### src/rtl/bankreg_trap_pkg.sv
package bankreg_trap_pkg;

    localparam logic [15:0] PAGE_MASK    = 16'o177400;
    localparam logic [15:0] AREA_MASK    = 16'o177740;
    localparam logic [15:0] EMU_BANK_VA  = 16'o177740;
    localparam logic [15:0] DISP_BANK_VA = 16'o177751;

    typedef enum logic [1:0] {
        TS_COMMITTED = 2'd0,
        TS_UPDATED   = 2'd1,
        TS_IGNORED   = 2'd2,
        TS_MAPFAULT  = 2'd3
    } trap_status_e;

    typedef enum logic [2:0] {
        SQ_IDLE    = 3'd0,
        SQ_FLUSH_A = 3'd1,
        SQ_OPEN    = 3'd2,
        SQ_STORE   = 3'd3,
        SQ_FLUSH_B = 3'd4,
        SQ_CLOSE   = 3'd5,
        SQ_FIN     = 3'd6
    } seq_state_e;

    typedef struct packed {
        logic         commit;
        logic         set_alt;
        logic         set_disp;
        trap_status_e status;
    } trap_class_t;

    function automatic trap_class_t classify(input logic [15:0] lo,
                                             input logic       hi_match);
        trap_class_t c;
        c = '{commit: 1'b0, set_alt: 1'b0, set_disp: 1'b0, status: TS_MAPFAULT};
        if (hi_match && ((lo & PAGE_MASK) == PAGE_MASK)) begin
            if ((lo & AREA_MASK) != AREA_MASK) begin
                c.status = TS_IGNORED;
            end else begin
                c.commit   = 1'b1;
                c.set_alt  = (lo == EMU_BANK_VA);
                c.set_disp = (lo == DISP_BANK_VA);
                c.status   = (c.set_alt || c.set_disp) ? TS_UPDATED : TS_COMMITTED;
            end
        end
        return c;
    endfunction

endpackage

### src/rtl/trap_decode.sv
module trap_decode
    import bankreg_trap_pkg::*;
#(
    parameter int BASE_W = 12
) (
    input  logic [15:0]       va_lo,
    input  logic [15:0]       va_hi,
    input  logic [BASE_W-1:0] emu_base_hi,
    output trap_class_t       cls
);
    localparam logic [15:0] HI_MASK = 16'((32'd1 << BASE_W) - 1);

    logic hi_match;

    always_comb begin
        hi_match = ((va_hi & HI_MASK) == {{(16-BASE_W){1'b0}}, emu_base_hi});
        cls      = classify(va_lo, hi_match);
    end

endmodule

### src/rtl/bank_regs.sv
module bank_regs #(
    parameter int BASE_W = 12,
    parameter int BANK_W = 2
) (
    input  logic              clk,
    input  logic              rst,
    input  logic              set_alt,
    input  logic              set_disp,
    input  logic [BANK_W-1:0] alt_fld,
    input  logic [BANK_W-1:0] disp_fld,
    input  logic [BASE_W-1:0] emu_base_hi,
    output logic [BANK_W-1:0] alt_bank,
    output logic [BANK_W-1:0] disp_bank,
    output logic [BASE_W-1:0] disp_base_hi
);
    localparam int PAD_W = BASE_W - BANK_W;

    always_ff @(posedge clk) begin
        if (rst) begin
            alt_bank     <= '0;
            disp_bank    <= '0;
            disp_base_hi <= '0;
        end else begin
            if (set_alt) begin
                alt_bank <= alt_fld;
            end
            if (set_disp) begin
                disp_bank    <= disp_fld;
                disp_base_hi <= emu_base_hi + {{PAD_W{1'b0}}, disp_fld};
            end
        end
    end

    AST_DISP_BASE_SUM: assert property (@(posedge clk) disable iff (rst)
        set_disp |=> disp_base_hi == $past(emu_base_hi) + {{PAD_W{1'b0}}, $past(disp_fld)});

endmodule

### src/rtl/trap_seq.sv
module trap_seq
    import bankreg_trap_pkg::*;
#(
    parameter int ADDR_W = 16,
    parameter int DATA_W = 16
) (
    input  logic              clk,
    input  logic              rst,
    input  logic              start,
    input  logic              start_commit,
    input  trap_status_e      start_status,
    input  logic [ADDR_W-1:0] start_addr,
    input  logic [DATA_W-1:0] start_data,
    output logic              busy,
    output logic              done,
    output logic [1:0]        status,
    output logic              cache_req,
    output logic [ADDR_W-1:0] cache_addr,
    input  logic              cache_ack,
    output logic              map_req,
    output logic [ADDR_W-1:0] map_addr,
    output logic              map_wprot,
    input  logic              map_ack,
    output logic              mem_req,
    output logic [ADDR_W-1:0] mem_addr,
    output logic [DATA_W-1:0] mem_data,
    input  logic              mem_ack
);
    seq_state_e        state_q, state_d;
    trap_status_e      status_q;
    logic [ADDR_W-1:0] addr_q;
    logic [DATA_W-1:0] data_q;

    always_comb begin
        state_d = state_q;
        unique case (state_q)
            SQ_IDLE:    if (start) state_d = start_commit ? SQ_FLUSH_A : SQ_FIN;
            SQ_FLUSH_A: if (cache_ack) state_d = SQ_OPEN;
            SQ_OPEN:    if (map_ack) state_d = SQ_STORE;
            SQ_STORE:   if (mem_ack) state_d = SQ_FLUSH_B;
            SQ_FLUSH_B: if (cache_ack) state_d = SQ_CLOSE;
            SQ_CLOSE:   if (map_ack) state_d = SQ_FIN;
            SQ_FIN:     state_d = SQ_IDLE;
            default:    state_d = SQ_IDLE;
        endcase
    end

    always_ff @(posedge clk) begin
        if (rst) begin
            state_q  <= SQ_IDLE;
            status_q <= TS_COMMITTED;
            addr_q   <= '0;
            data_q   <= '0;
        end else begin
            state_q <= state_d;
            if (state_q == SQ_IDLE && start) begin
                status_q <= start_status;
                addr_q   <= start_addr;
                data_q   <= start_data;
            end
        end
    end

    always_comb begin
        busy       = (state_q != SQ_IDLE);
        done       = (state_q == SQ_FIN);
        status     = status_q;
        cache_req  = (state_q == SQ_FLUSH_A) || (state_q == SQ_FLUSH_B);
        map_req    = (state_q == SQ_OPEN) || (state_q == SQ_CLOSE);
        map_wprot  = (state_q == SQ_CLOSE);
        mem_req    = (state_q == SQ_STORE);
        cache_addr = addr_q;
        map_addr   = addr_q;
        mem_addr   = addr_q;
        mem_data   = data_q;
    end

    AST_ONE_REQ: assert property (@(posedge clk) disable iff (rst)
        $onehot0({cache_req, map_req, mem_req}));

    AST_STORE_AFTER_OPEN: assert property (@(posedge clk) disable iff (rst)
        $rose(mem_req) |-> $past(map_req && map_ack && !map_wprot));

    AST_DONE_PULSE: assert property (@(posedge clk) disable iff (rst)
        done |=> !done);

    AST_BUSY_ENDS_AT_DONE: assert property (@(posedge clk) disable iff (rst)
        $fell(busy) |-> $past(done));

endmodule

### src/rtl/bankreg_trap.sv
module bankreg_trap
    import bankreg_trap_pkg::*;
#(
    parameter int BASE_W = 12,
    parameter int BANK_W = 2
) (
    input  logic              clk,
    input  logic              rst,
    input  logic              trap_valid,
    input  logic [15:0]       trap_va_lo,
    input  logic [15:0]       trap_va_hi,
    input  logic [15:0]       trap_data,
    input  logic [BASE_W-1:0] emu_base_hi,
    output logic              busy,
    output logic              done,
    output logic [1:0]        status,
    output logic [BANK_W-1:0] alt_bank,
    output logic [BANK_W-1:0] disp_bank,
    output logic [BASE_W-1:0] disp_base_hi,
    output logic              cache_req,
    output logic [15:0]       cache_addr,
    input  logic              cache_ack,
    output logic              map_req,
    output logic [15:0]       map_addr,
    output logic              map_wprot,
    input  logic              map_ack,
    output logic              mem_req,
    output logic [15:0]       mem_addr,
    output logic [15:0]       mem_data,
    input  logic              mem_ack
);
    trap_class_t cls;
    logic        accept;

    assign accept = trap_valid && !busy;

    trap_decode #(.BASE_W(BASE_W)) decode_i (
        .va_lo       (trap_va_lo),
        .va_hi       (trap_va_hi),
        .emu_base_hi (emu_base_hi),
        .cls         (cls)
    );

    bank_regs #(.BASE_W(BASE_W), .BANK_W(BANK_W)) regs_i (
        .clk          (clk),
        .rst          (rst),
        .set_alt      (accept && cls.set_alt),
        .set_disp     (accept && cls.set_disp),
        .alt_fld      (trap_data[BANK_W-1:0]),
        .disp_fld     (trap_data[2*BANK_W-1:BANK_W]),
        .emu_base_hi  (emu_base_hi),
        .alt_bank     (alt_bank),
        .disp_bank    (disp_bank),
        .disp_base_hi (disp_base_hi)
    );

    trap_seq #(.ADDR_W(16), .DATA_W(16)) seq_i (
        .clk          (clk),
        .rst          (rst),
        .start        (accept),
        .start_commit (cls.commit),
        .start_status (cls.status),
        .start_addr   (trap_va_lo),
        .start_data   (trap_data),
        .busy         (busy),
        .done         (done),
        .status       (status),
        .cache_req    (cache_req),
        .cache_addr   (cache_addr),
        .cache_ack    (cache_ack),
        .map_req      (map_req),
        .map_addr     (map_addr),
        .map_wprot    (map_wprot),
        .map_ack      (map_ack),
        .mem_req      (mem_req),
        .mem_addr     (mem_addr),
        .mem_data     (mem_data),
        .mem_ack      (mem_ack)
    );

    AST_REGS_HELD_WHILE_BUSY: assert property (@(posedge clk) disable iff (rst)
        busy |=> $stable(alt_bank) && $stable(disp_bank) && $stable(disp_base_hi));

    AST_NO_REQ_WHEN_REJECTED: assert property (@(posedge clk) disable iff (rst)
        (accept && !cls.commit) |=> !cache_req && !map_req && !mem_req && done);

endmodule

### config.mk
export PLATFORM = sky130hd
export DESIGN_NAME = bankreg_trap
export DESIGN_NICKNAME = d
export VERILOG_FILES = /design/src/rtl/bankreg_trap_pkg.sv /design/src/rtl/trap_decode.sv /design/src/rtl/bank_regs.sv /design/src/rtl/trap_seq.sv /design/src/rtl/bankreg_trap.sv
export SDC_FILE = /design/constraint.sdc
export NUM_CORES = 1
export LEC_CHECK = 0
export ABC_AREA = 1
export ABC_CLOCK_PERIOD_IN_PS = 1800
export BUFFER_PORTS_ARGS = -buffer_cell sky130_fd_sc_hd__buf_2
export CORE_ASPECT_RATIO = 1.25
export CORE_MARGIN = 2
export CORE_UTILIZATION = 42
export CTS_BUF_LIST = sky130_fd_sc_hd__clkbuf_4 sky130_fd_sc_hd__clkbuf_8
export DETAILED_ROUTE_END_ITERATION = 10
export PLACE_DENSITY = 0.78
export SLEW_MARGIN = 20
export SYNTH_ARGS = -nofsm -noshare
export SYNTH_HDL_FRONTEND = slang
export SYNTH_SLANG_ARGS = --single-unit
### constraint.sdc
create_clock -name clk -period 1.8 [get_ports clk]
set_clock_uncertainty 0.1 [all_clocks]
set_input_delay 0.09 -clock clk [delete_from_list [all_inputs] [get_ports clk]]
set_output_delay 0.09 -clock clk [all_outputs]
set_load 0.02 [all_outputs]
==> metrics.cfg, run 1 <==
[pwr]
cellLeakagePower_nw=2.18
ir_worst_vdd_mv=0.444
power_density_mw_per_mm2=1050
power_mw=4.27

[min_path]
hp-class=input port to register
min_from=trap_valid

[synthesis]
ys.warnings.count=0
synth-seq-cells=53
synth_top_cell_by_area=dfxtp_1
synth_edf_count=0
seq_area_frac_synth=0.356
syn-cell-area_mm2=0.00298
synth_top_area_frac=0.356
postSynthAreaPerCell_um2=6.57
synthTopCellsByCount=nand2_1, nor2_1, dfxtp_1
synthTopCellsByArea=dfxtp_1, nand2_1, buf_4, nor2_1, a21oi_1
postSynthCellCount=453
synth.most_common_cell=nand2_1
syn-num-nets=522
async_reset_ff_frac=0
synth.distinct_cells=23
synth-main-ff-cell=dfxtp_1

[final_layout]
final_area_mm2=0.00405
fin_cells=695
post_route_cells_drive_above_1_share=0.331
final_nets=673
layout-area-overhead-vs-synth_pct=36.1
num_antenna_cells=0

[global_routing]
overflow=0
grt_pass1_wl_um=13300
first_global_vias=3012
grt_max_degree=39
antenna_found_initial=0
grt.total_usage=0.213

[flow_run]
cap_violations=0

[sta]
tns_ps=0
finalHoldViolations=0
rsz0062_at_grt=no
finalSetupViolations=0
period_needed_ps=1670
max_slew_margin=0.793
tightest_slew_ps=310
min_period_over_period=0.929
slew_violations=0
fmax_mhz=598

[clock_tree]
clk_latency_ps=300
clk_pin_slew_ps=100
cts_tree=done
root_buffer=clkbuf_8
htree_levels=2
clockBufferDepth=2
cts_buffers=5
clock-sinks=53

[worst_setup_path]
required_ps=1910
cp_max_fo=16
crit_type=input port to register
critical_path.startpoint=trap_va_lo[12]
cp.arrival_ps=1780
end_kind=register
r2r-start=seq_i.state_q[1]$_SDFFE_PP0P_
startpoint_type=input port

[route]
num_vias=3265
routed.top_layer=met4
met2_length_um=4250
route.met3.wl_um=565
wirelength_um=8360
drt_iter0_markers=69
drc=0
antenna_left=0
vias_per_cell=4.70
met1_length_um=3240
drt-pass1-iter-count=4
wl_per_cell_um=12.0

[floorplanning]
start_util=0.429
fp.dieW_um=79.3
row_count=34
die_area_mm2=0.00778
core_mm2=0.00693
io-pin-count=154
die_y_um=98.1

[placed_design]
placed_area_mm2=0.00357
gp_congestion=0.855
dp_hpwl_um=6060
dpl.cell_count=654
numPortBuffers=149

[run_status]
status=complete, no violations

final timing paths:
path / to / slack (ps) / cells after the start
max: regs_i.disp_base_hi[2]$_SDFFE_PP0P_ / 130 / 10
min reg2reg: seq_i.mem_data[4]$_SDFFE_PP0P_ / 370 / 2
min: seq_i.cache_addr[4]$_SDFFE_PP0P_ / 70 / 4
max reg2reg: regs_i.disp_base_hi[10]$_SDFFE_PP0P_ / 180 / 10
placed cells by master (no fill, tap or decap), types with 2 or more instances in the layout:
| master | n |
|---|---|
| nand3_2 | 2 |
| inv_1 | 32 |
| nor3_1 | 7 |
| nand2_2 | 6 |
| o21ai_0 | 8 |
| buf_12 | 2 |
| buf_2 | 149 |
| dfxtp_1 | 53 |
| buf_4 | 8 |
| xor2_1 | 9 |
| nand2_1 | 141 |
| a21oi_1 | 40 |
| clkbuf_8 | 5 |
| nor2_4 | 5 |
| nor2_1 | 57 |
| ha_1 | 2 |
| dlygate4sd3_1 | 31 |
| nand3_1 | 23 |
| nor2_2 | 3 |
| inv_2 | 13 |
registers in the layout, summed over array words and instances, names as in the netlist:
signal               cells
regs_i.alt_bank          2
regs_i.disp_bank         2
regs_i.disp_base_hi     12
seq_i.cache_addr        16
seq_i.mem_data          16
seq_i.state_q            3
seq_i.status             2
metal layers:
layer / global-route usage / vias to the layer above
met1: 0.229 / 1419
met4: 0.0955 / 0
met5: 0 / -
met2: 0.395 / 152
met3: 0.0407 / 28
li1: - / 1666
what timing repair did:
action | 4_1_cts | 5_1_grt
resized for setup | 0 | 3
hold buffers | 31 | 0
setup endpoints to repair | 0 | 43
hold endpoints to repair | 31 | 0
setup buffers | 0 | 2
critical path, stage by stage:
cell	delay [ps]
dlygate4sd3_1	530
buf_2	130
nand3_1	210
nor2_4	210
nand3_2	130
nor2_4	140
buf_12	150
nand3_1	80
nand2_1	80
nor2_1	40
cells by family after synthesis:
| logic type | count (synthesis) | share of synthesized area |
|---|---|---|
| compound gates | 48 | 0.0807 |
| flops | 53 | 0.356 |
| xor+xnor | 9 | 0.0265 |
| simple gates | 247 | 0.353 |
| buf+inv | 93 | 0.168 |
| fa+ha+maj | 3 | 0.0151 |
layout make-up:
type                    count  area (um2)
clock buffers               5        68.8
multi-input cells         307        1420
repair buffers            191        1170
inverters                  46         176
clock inverters             3        43.8
flip-flops and latches     53        1060
fillers                   649        2880
well taps                  90         113
power breakdown:
part	internal, mW	leakage (nW)	switching, mW	total [mW]
Clock	0.417	0.0585	0.399	0.816
Sequential	1.38	0.432	0.153	1.53
Combinational	0.647	1.69	1.28	1.92
Total	2.44	2.18	1.83	4.27
through the flow:
step	hold slack, ps	setup slack [ps]	util
2_1_floorplan	133	106	-
3_3_place_gp	241	-85.2	0.516
3_5_place_dp	245	-111	0.516
4_1_cts	94.1	50.9	0.577
5_1_grt	87.5	20.7	0.584
6_report	65.7	127	0.584
No activity file was read; power rests on OpenSTA's default activity.
==> run 2: changes to the inputs <==
Settings changed: ABC_CLOCK_PERIOD_IN_PS 1800 to 1900, CORE_UTILIZATION 42 to 47, PLACE_DENSITY 0.78 to 0.83.
Clock period 1.8 ns to 1.9 ns, I/O delays scaled along.
==> run 2 against run 1 <==
Cell area fell by 1.4%. Routed wire length increased by 0.91%. Sequential power fell by 5%. Non-clock buffer count shrank 4. Critical path type is now register to register. Largest power group unchanged. Highest routed layer unchanged.
==> metrics.cfg, run 2 (synthesis gave the netlist of run 1 again) <==
[run_status]
status=complete, no violations

[placed_design]
placed_area_mm2=0.00355  ; -0.81%
numPortBuffers=149  ; unchanged
dp_hpwl_um=5970  ; -1.5%
dpl.cell_count=646  ; -1.2%
gp_congestion=0.910  ; +6.5%

[flow_run]
cap_violations=0  ; unchanged

[final_layout]
final_nets=669  ; -0.59%
fin_cells=686  ; -1.3%
most-common-layout-cells=buf_2, nand2_1, nor2_1, dfxtp_1, a21oi_1
final_area_mm2=0.00399  ; -1.4%
num_antenna_cells=0  ; unchanged
layout_commonest_cell=buf_2
layout-area-overhead-vs-synth_pct=34.1
n_fill_cell=555  ; -14%
post_route_cells_drive_above_1_share=0.326  ; -0.00446

[global_routing]
first_global_vias=2890  ; -4.1%
grt_max_degree=31  ; -21%
busiest_layer=met2
grt_util_met1=0.258  ; +0.0299
grt.total_usage=0.235  ; +0.0217
antenna_found_initial=0  ; unchanged
grt_use_met2=0.432  ; +0.0370
grt_pass1_wl_um=12800  ; -3.6%
use_met3=0.0474  ; +0.00675
overflow=0  ; unchanged

[worst_setup_path]
crit_type=register to register
r2r_setup_slack_ps=170  ; about the same
slowest_stage=dfxtp_1
cp_cell_sequence=nor2_2 > nand2_2 > inv_2 > nand2_2 > inv_2 > nand4_2 > nor2_4 > nor2_1 > nor2_1
required_ps=2040  ; +130 ps
crit_family=simple AND/OR/NAND/NOR gates
path_buf_inv=2  ; -1
end_kind=register
max_stage_delay_ps=390  ; -140 ps
cp.arrival_ps=1870  ; +90 ps
cp_max_fo=14  ; -2
startpoint_type=register

[route]
num_vias=3288  ; +0.70%
drc=0  ; unchanged
vias_per_cell=4.79  ; +2.0%
drt_iter0_markers=97  ; +41%
wirelength_um=8440  ; +0.91%
drt-pass1-iter-count=4  ; unchanged
antenna_left=0  ; unchanged
wl_per_cell_um=12.3  ; +2.2%

[sta]
finalHoldViolations=0  ; unchanged
rsz0062_at_grt=no
max_slew_margin=0.619  ; -0.175
period_needed_ps=1730
min_period_over_period=0.909
slew_violations=0  ; unchanged
tightest_slew_ps=571  ; +261 ps
whs_ps=52.6  ; -13.1 ps
tns_ps=0  ; unchanged
fmax_mhz=579
finalSetupViolations=0  ; unchanged

[min_path]
hp-class=input port to register

[clock_tree]
clockBufferDepth=2  ; unchanged
clk_pin_slew_ps=90  ; about the same
clk_latency_ps=300  ; about the same
clock-sinks=53  ; unchanged
htree_levels=2  ; unchanged
cts_buffers=5  ; unchanged
cts_tree=done
root_buffer=clkbuf_8

[pwr]
ir_worst_vdd_mv=0.427  ; -3.8%
power_mw=4.05  ; -5.2%
power_density_mw_per_mm2=1010  ; -3.9%
cellLeakagePower_nw=2.15  ; -1.3%

[floorplanning]
core_mm2=0.00617  ; -11%
die_y_um=93.0  ; -5.2%
die_area_mm2=0.00699  ; -10%
start_util=0.483  ; +0.0535
io-pin-count=154  ; unchanged
row_count=32  ; -5.9%
fp.dieW_um=75.2  ; -5.2%

run 2: changes by cell type in the layout (fill, tap and decap cells not counted), sizes merged:
| cell | delta |
|---|---|
| buf | -4 |
run 2: tightest hold or removal path, cell delays in order:
cell and delay (ps):
buf_2 100, inv_1 80, a21oi_1 140
run 2: timing repair:
item,4_1_cts,5_1_grt
endpoints found under the setup margin,0,11
hold endpoints to repair,31,0
gates resized for setup,0,1
hold buffers,31,0
setup buffers,0,1
run 2: report_power, final:
part	leakage [nW]	switching (mW)	internal, mW
Clock	0.0585	0.379	0.395
Sequential	0.432	0.158	1.30
Combinational	1.66	1.21	0.600
run 2: stage by stage:
| step | utilization | setup slack (ps) |
|---|---|---|
| after CTS | 0.644 | 126 |
| after global placement | 0.575 | 51.7 |
| after global routing | 0.648 | 26.6 |
| after floorplan | - | 201 |
| after detailed placement | 0.575 | 26.8 |
| final | 0.648 | 173 |
run 2: cell type report:
class / count / area (um2) / area share
repair buffers: 187 / 1120 / 0.281
multi-input cells: 307 / 1420 / 0.354
clock inverters: 3 / 43.8 / 0.0110
flip-flops and latches: 53 / 1060 / 0.266
clock buffers: 5 / 68.8 / 0.0172
inverters: 46 / 176 / 0.0442
well taps: 85 / 106 / 0.0266
run 2: worst paths after layout:
kind | from | end | cells after the start
worst max-delay path | seq_i.state_q[0]$_SDFFE_PP0P_ | regs_i.disp_base_hi[11]$_SDFFE_PP0P_ | 9
worst min-delay path | trap_data[3] | seq_i.mem_data[3]$_SDFFE_PP0P_ | 3
worst max register to register | seq_i.state_q[0]$_SDFFE_PP0P_ | regs_i.disp_base_hi[11]$_SDFFE_PP0P_ | 9
worst min register to register | seq_i.mem_data[11]$_SDFFE_PP0P_ | seq_i.mem_data[11]$_SDFFE_PP0P_ | 2
run 2: layer usage:
layer / up-vias / routed length, um
met4: 0 / 165
met5: - / 0
li1: 1658 / -
met3: 14 / 628
met2: 153 / 4330
met1: 1463 / 3310
